[src/rtl/rx_frame_pkg.sv]
package rx_frame_pkg;

  typedef enum logic [2:0] {
    RXS_IDLE,
    RXS_START,
    RXS_DATA,
    RXS_PAR,
    RXS_STOP
  } rx_phase_e;

  // Maps the rate select code to ticks per bit.
  function automatic int unsigned rate_divisor(input logic [1:0] sel,
                                               input int unsigned mid_div,
                                               input int unsigned max_div);
    case (sel)
      2'b00:   return 1;
      2'b01:   return mid_div;
      default: return max_div;
    endcase
  endfunction

endpackage

[src/rtl/rx_frame_timer.sv]
module rx_frame_timer
  import rx_frame_pkg::*;
#(
  parameter int DATA_W  = 8,
  parameter int MID_DIV = 16,
  parameter int MAX_DIV = 64
) (
  input  logic       clk,
  input  logic       rst,
  input  logic       tick,
  input  logic       rxd,
  input  logic       enable,
  input  logic [1:0] rate,
  input  logic [1:0] len,
  input  logic       par_en,
  output logic       start_evt,
  output logic       data_evt,
  output logic       par_evt,
  output logic       stop_evt,
  output logic       busy
);
  localparam int CNT_W = $clog2(MAX_DIV);
  localparam int BIT_W = $clog2(DATA_W + 1);

  rx_phase_e        phase;
  logic [CNT_W-1:0] cnt;
  logic [CNT_W-1:0] per_m1;
  logic [CNT_W-1:0] half_m1;
  logic [CNT_W:0]   div_w;
  logic [BIT_W-1:0] bits_left;
  logic [BIT_W-1:0] char_len;
  logic             line_prev;
  logic             fast;
  logic             at_period;
  logic             at_half;
  logic             live;

  always_comb begin
    div_w    = (CNT_W + 1)'(rate_divisor(rate, MID_DIV, MAX_DIV));
    per_m1   = CNT_W'(div_w - (CNT_W + 1)'(1));
    half_m1  = CNT_W'((div_w >> 1) - (CNT_W + 1)'(1));
    fast     = (div_w == (CNT_W + 1)'(1));
    char_len = BIT_W'(DATA_W - 3) + BIT_W'(len);
  end

  assign live      = tick && enable;
  assign at_period = (cnt == per_m1);
  assign at_half   = (cnt == half_m1);
  assign start_evt = live && (phase == RXS_IDLE) && !rxd && line_prev;
  assign data_evt  = live && (phase == RXS_DATA) && at_period;
  assign par_evt   = live && (phase == RXS_PAR)  && at_period;
  assign stop_evt  = live && (phase == RXS_STOP) && at_period;
  assign busy      = (phase != RXS_IDLE);

  always_ff @(posedge clk) begin
    if (rst) begin
      phase     <= RXS_IDLE;
      cnt       <= '0;
      bits_left <= '0;
      line_prev <= 1'b1;
    end else begin
      if (tick) line_prev <= rxd;
      if (!enable) begin
        phase <= RXS_IDLE;
        cnt   <= '0;
      end else if (tick) begin
        case (phase)
          RXS_IDLE: begin
            if (start_evt) begin
              phase     <= fast ? RXS_DATA : RXS_START;
              cnt       <= '0;
              bits_left <= char_len;
            end
          end
          RXS_START: begin
            if (at_half) begin
              cnt   <= '0;
              phase <= rxd ? RXS_IDLE : RXS_DATA;
            end else begin
              cnt <= cnt + 1'b1;
            end
          end
          RXS_DATA: begin
            if (at_period) begin
              cnt       <= '0;
              bits_left <= bits_left - 1'b1;
              if (bits_left == BIT_W'(1)) phase <= par_en ? RXS_PAR : RXS_STOP;
            end else begin
              cnt <= cnt + 1'b1;
            end
          end
          RXS_PAR: begin
            if (at_period) begin
              cnt   <= '0;
              phase <= RXS_STOP;
            end else begin
              cnt <= cnt + 1'b1;
            end
          end
          RXS_STOP: begin
            if (at_period) begin
              cnt   <= '0;
              phase <= RXS_IDLE;
            end else begin
              cnt <= cnt + 1'b1;
            end
          end
          default: phase <= RXS_IDLE;
        endcase
      end
    end
  end
endmodule

[src/rtl/rx_char_assembler.sv]
module rx_char_assembler #(
  parameter int DATA_W = 8
) (
  input  logic              clk,
  input  logic              rst,
  input  logic              start_evt,
  input  logic              data_evt,
  input  logic              par_evt,
  input  logic              rxd,
  input  logic [1:0]        len,
  input  logic              par_en,
  input  logic              par_even,
  output logic [DATA_W-1:0] char_out,
  output logic              par_bad
);
  logic [DATA_W-1:0] shreg;
  logic              par_bit;

  // Bits enter at the top and move down, so the first bit ends lowest.
  always_ff @(posedge clk) begin
    if (rst) begin
      shreg   <= '0;
      par_bit <= 1'b0;
    end else begin
      if (start_evt)     shreg <= '0;
      else if (data_evt) shreg <= {rxd, shreg[DATA_W-1:1]};
      if (par_evt) par_bit <= rxd;
    end
  end

  // Short characters sit high in the register; align them to bit 0.
  assign char_out = shreg >> (2'd3 - len);
  assign par_bad  = par_en && (((^char_out) ^ par_bit) == par_even);
endmodule

[src/rtl/rx_hold_reg.sv]
module rx_hold_reg #(
  parameter int DATA_W = 8
) (
  input  logic              clk,
  input  logic              rst,
  input  logic              done,
  input  logic [DATA_W-1:0] char_in,
  input  logic              par_bad,
  input  logic              stop_bit,
  input  logic              rd_take,
  input  logic              err_clear,
  output logic [DATA_W-1:0] data_out,
  output logic              ready,
  output logic              pe,
  output logic              oe,
  output logic              fe
);
  always_ff @(posedge clk) begin
    if (rst) begin
      data_out <= '0;
      ready    <= 1'b0;
      pe       <= 1'b0;
      oe       <= 1'b0;
      fe       <= 1'b0;
    end else begin
      pe <= (pe && !err_clear) || (done && par_bad);
      fe <= (fe && !err_clear) || (done && !stop_bit);
      oe <= (oe && !err_clear) || (done && ready && !rd_take);
      if (done) begin
        data_out <= char_in;
        ready    <= 1'b1;
      end else if (rd_take) begin
        ready <= 1'b0;
      end
    end
  end
endmodule

[src/rtl/prog_async_rx.sv]
module prog_async_rx #(
  parameter int DATA_W  = 8,
  parameter int MID_DIV = 16,
  parameter int MAX_DIV = 64
) (
  input  logic              clk,
  input  logic              rst,
  input  logic              sample_en,
  input  logic              rxd,
  input  logic [1:0]        rate_sel,
  input  logic [1:0]        len_sel,
  input  logic              par_en,
  input  logic              par_even,
  input  logic              rx_enable,
  input  logic              rd_take,
  input  logic              err_clear,
  output logic [DATA_W-1:0] rx_data,
  output logic              rx_ready,
  output logic              err_parity,
  output logic              err_overrun,
  output logic              err_frame
);
  logic              start_evt;
  logic              data_evt;
  logic              par_evt;
  logic              frame_done;
  logic              rx_busy;
  logic [DATA_W-1:0] char_w;
  logic              par_bad;

  rx_frame_timer #(
    .DATA_W (DATA_W),
    .MID_DIV(MID_DIV),
    .MAX_DIV(MAX_DIV)
  ) i_timer (
    .clk      (clk),
    .rst      (rst),
    .tick     (sample_en),
    .rxd      (rxd),
    .enable   (rx_enable),
    .rate     (rate_sel),
    .len      (len_sel),
    .par_en   (par_en),
    .start_evt(start_evt),
    .data_evt (data_evt),
    .par_evt  (par_evt),
    .stop_evt (frame_done),
    .busy     (rx_busy)
  );

  rx_char_assembler #(
    .DATA_W(DATA_W)
  ) i_asm (
    .clk      (clk),
    .rst      (rst),
    .start_evt(start_evt),
    .data_evt (data_evt),
    .par_evt  (par_evt),
    .rxd      (rxd),
    .len      (len_sel),
    .par_en   (par_en),
    .par_even (par_even),
    .char_out (char_w),
    .par_bad  (par_bad)
  );

  rx_hold_reg #(
    .DATA_W(DATA_W)
  ) i_hold (
    .clk      (clk),
    .rst      (rst),
    .done     (frame_done),
    .char_in  (char_w),
    .par_bad  (par_bad),
    .stop_bit (rxd),
    .rd_take  (rd_take),
    .err_clear(err_clear),
    .data_out (rx_data),
    .ready    (rx_ready),
    .pe       (err_parity),
    .oe       (err_overrun),
    .fe       (err_frame)
  );
endmodule

[config.mk]
export PLATFORM = sky130hd
export DESIGN_NAME = prog_async_rx
export DESIGN_NICKNAME = d
export VERILOG_FILES = /design/src/rtl/rx_frame_pkg.sv /design/src/rtl/rx_frame_timer.sv /design/src/rtl/rx_char_assembler.sv /design/src/rtl/rx_hold_reg.sv /design/src/rtl/prog_async_rx.sv
export SDC_FILE = /design/constraint.sdc
export NUM_CORES = 1
export LEC_CHECK = 0
export ABC_AREA = 1
export BUFFER_PORTS_ARGS = -buffer_cell sky130_fd_sc_hd__buf_2
export CAP_MARGIN = 20
export CORE_MARGIN = 1.5
export CORE_UTILIZATION = 50
export DETAILED_ROUTE_END_ITERATION = 7
export PLACE_DENSITY = 0.7
export SLEW_MARGIN = 20
export SYNTH_ARGS = -nofsm -noshare
export SYNTH_HDL_FRONTEND = slang
export SYNTH_SLANG_ARGS = --single-unit
[constraint.sdc]
create_clock -name clk -period 2 [get_ports clk]
set_clock_uncertainty 0.1 [all_clocks]
set_input_delay 0.4 -clock clk [delete_from_list [all_inputs] [get_ports clk]]
set_output_delay 0.4 -clock clk [all_outputs]
set_load 0.01 [all_outputs]
==> flow_summary_export.csv <==
group,metric,value,unit
floorplan,num_rows,23,
synthesis,yosysMostFrequentCell,"nand2_1",
setup_path,critical_path_class,"register to register",
power_and_ir_drop,clockPowerShare,0.356,
global_routing,grt_max_degree,17,
setup_path,cp_cell_sequence,"nor2_2 -> nand2_1 -> o31ai_1 -> a211oi_1",
floorplan,die_w,68.6,µm
cts,cts_hold_buf,0,
hold_path,min_path_type,"input port to register",
power_and_ir_drop,report.power.total,1.43,mW
global_routing,grt_use_total,0.224,
power_and_ir_drop,vdd_drop_max,0.379,mV
placement,hpwl,3630,µm
cts,numClockSinks,35,
cells_and_area,drive_gt1_frac,0.140,
setup_path,slowest_stage,"o31ai_1",
power_and_ir_drop,p_seq_frac,0.501,
setup_path,cpPeakStageDelay,0.79,ns
setup_path,endpoint_kind,"register",
timing,post-route-min-period,1.80,ns
power_and_ir_drop,power.switching,0.405,mW
synthesis,yosysWarnings,0,
floorplan,die_area,0.00471,mm²
setup_path,reg2regPathDepth,4,
synthesis,ys.flop_type,"dfxtp_1",
power_and_ir_drop,pwr-share-comb,0.143,
synthesis,yosysTopAreaCell,"dfxtp_1",
cts,cts_resized,0,
floorplan,core-area,0.00406,mm²
cts,cts_tree,"done",
timing,timing.setup.tns,0,ns
synthesis,synthArstFlopShare,0,
floorplan,start_util,0.530,
route,vias_per_cell,4.92,
route,dr.first_iter.drc_count,148,
setup_path,cp_max_fo,8,
cells_and_area,layout.nets,394,
route,dr.pass1.iters,4,
cts,clk_latency,0.29,ns
timing,grt_setup_unrepaired,"false",
synthesis,ys_ff_latch,35,
global_routing,grt-ovfl-total,0,
synthesis,ys_types,29,
cts,cts_max_level,2,
timing,tightest_slew,0.961,ns
setup_path,cp.depth,4,
cts,path_clk_slew,0.07,ns
global_routing,first_global_vias,1761,
synthesis,synth_edf_count,0,
timing,fmax,556,MHz
setup_path,critPathBufInv,0,
synthesis,yosys.area.top_type_share,0.326,
setup_path,worstPathRequired,2.03,ns
route,ant_nets,0,
power_and_ir_drop,internal-power,1.02,mW
floorplan,fp.dieH,68.6,µm
cells_and_area,final_area,0.00242,mm²
floorplan,io_pins,25,
timing,timing.final.crit_share,0.900,
power_and_ir_drop,powerDensity,589,mW/mm²
run_status,status,"finished, final reports clean",
global_routing,antenna_found_initial,0,
cells_and_area,syn_to_final_growth,12.5,%
timing,finalSetupViolCount,0,
cells_and_area,multi_input_area,0.00123,mm²
synthesis,synth_nets,363,
cts,root_buffer,"clkbuf_8",
route,routedWlPerCell,11.1,µm
cells_and_area,n_antenna_cell,0,
synthesis,ys_seq_area_frac,0.326,
route,via_count,2106,
cells_and_area,nFillCells,407,
power_and_ir_drop,swShare,0.284,
timing,hold_violations,0,
setup_path,arrival,1.83,ns
timing,slew_viol_final,0,
hold_path,hold-path-cell-count,2,
timing,relSlewSlack,0.354,
cts,post_cts_buffers,0,
synthesis,synth_area,0.00215,mm²
setup_path,startpoint_type,"register",
synthesis,synthTopCellsByCount,"nand2_1, inv_1, dfxtp_1, nand3_1, nor2_1",
synthesis,ys_top_cells_by_area,"dfxtp_1, nand2_1, inv_1",
cells_and_area,seqCellArea,701,µm²
placement,port_buffers,24,
synthesis,avgSynthCellArea,6.22,µm²
route,wl,4740,µm
cts,cts.path.max_buffers,2,
flow_run,cap_violations,0,
global_routing,grt_pass1_wl,7910,µm
placement,placed_area,0.00234,mm²
route,route.detailed.drc,0,
power_and_ir_drop,cellLeakagePower,1.19,nW
synthesis,syn_inst,346,
setup_path,critPathTopFamily,"compound AO/OA/AOI/OAI gates",
cts,cts_made_buffers,5,
placement,gp_congestion,0.833,
==> worst paths after layout <==
kind	from	endpoint	slack, ns
setup reg to reg	i_timer.phase[0]	i_asm.shreg[2]	0.20
setup / recovery	i_timer.phase[0]	i_asm.shreg[2]	0.20
hold / removal	sample_en	i_timer.line_prev	0.23
hold reg to reg	i_hold.fe	i_hold.fe	0.36
==> logic make-up after synthesis <==
| logic type | count (synthesis) | synth area share |
|---|---|---|
| simple gates | 193 | 0.385 |
| buf+inv | 55 | 0.104 |
| compound gates | 54 | 0.142 |
| flops | 35 | 0.326 |
| xor+xnor | 5 | 0.0204 |
| fa+ha+maj | 4 | 0.0233 |
==> worst register-to-register path: stages (launching register included) <==
cell and delay (ns):
dfxtp_1 0.36, nor2_2 0.17, nand2_1 0.11, o31ai_1 0.79, a211oi_1 0.11
==> flip-flops by register name, summed over array words and instances, names as in the netlist <==
register	flops
i_hold.data_out	8
i_hold.oe	1
i_asm.shreg	8
i_timer.line_prev	1
i_timer.phase	3
i_timer.cnt	6
i_timer.bits_left	4
i_hold.fe	1
i_asm.par_bit	1
i_hold.pe	1
i_hold.ready	1
==> cell usage in the layout, fill, tap and decap left out <==
cell type / count
nor2_1: 27
inv_2: 3
nand4_2: 1
nor2_2: 3
o31ai_1: 1
clkbuf_8: 5
buf_4: 6
nand3_2: 2
a211oi_1: 8
clkbuf_1: 2
nor3b_1: 1
inv_1: 45
dfxtp_1: 35
nand2_1: 119
o22ai_1: 1
nor2_4: 1
ha_1: 4
xor2_1: 3
o21ai_0: 22
nor3_2: 2
clkinv_2: 1
nand4_1: 2
xnor2_1: 2
buf_2: 24
o21ai_2: 3
a21oi_1: 19
nand2_2: 2
clkinv_1: 1
nand3_1: 30
nor3_1: 3
==> metrics by stage <==
| stage | util | hold WS [ns] | worst slack [ns] | instances |
|---|---|---|---|---|
| 2_1_floorplan | - | 0.341 | 0.456 | 346 |
| 3_3_place_gp | 0.577 | 0.349 | 0.130 | 420 |
| 3_5_place_dp | 0.577 | 0.353 | 0.105 | 420 |
| 4_1_cts | 0.597 | 0.223 | 0.207 | 428 |
| 5_1_grt | 0.597 | 0.245 | 0.0425 | 428 |
| 6_report | 0.597 | 0.233 | 0.200 | 428 |
==> power by group through the flow <==
| stage | combinational, mW | sequential (mW) | clock (mW) |
|---|---|---|---|
| final | 0.203 | 0.715 | 0.508 |
| after global routing | 0.234 | 0.716 | 0.550 |
| after CTS | 0.203 | 0.715 | 0.519 |
| after detailed placement | 0.201 | 0.731 | 0 |
| after global placement | 0.200 | 0.731 | 0 |
| after floorplan | 0.149 | 0.729 | 0 |
==> layout make-up <==
| class | instances | area share |
|---|---|---|
| clock buffers | 7 | 0.0315 |
| clock inverters | 1 | 0.00207 |
| inverters | 49 | 0.0760 |
| multi-input cells | 256 | 0.507 |
| flip-flops and latches | 35 | 0.289 |
| well taps | 50 | 0.0258 |
| repair buffers | 30 | 0.0682 |
==> routing by layer <==
metal	share of wire	track usage	vias to the layer above
met5	0	0	-
met4	0.014	0.0825	0
li1	-	-	1170
met1	0.53	0.312	884
met3	0.041	0.0487	5
met2	0.41	0.339	47
No activity file was read; power rests on OpenSTA's default activity.
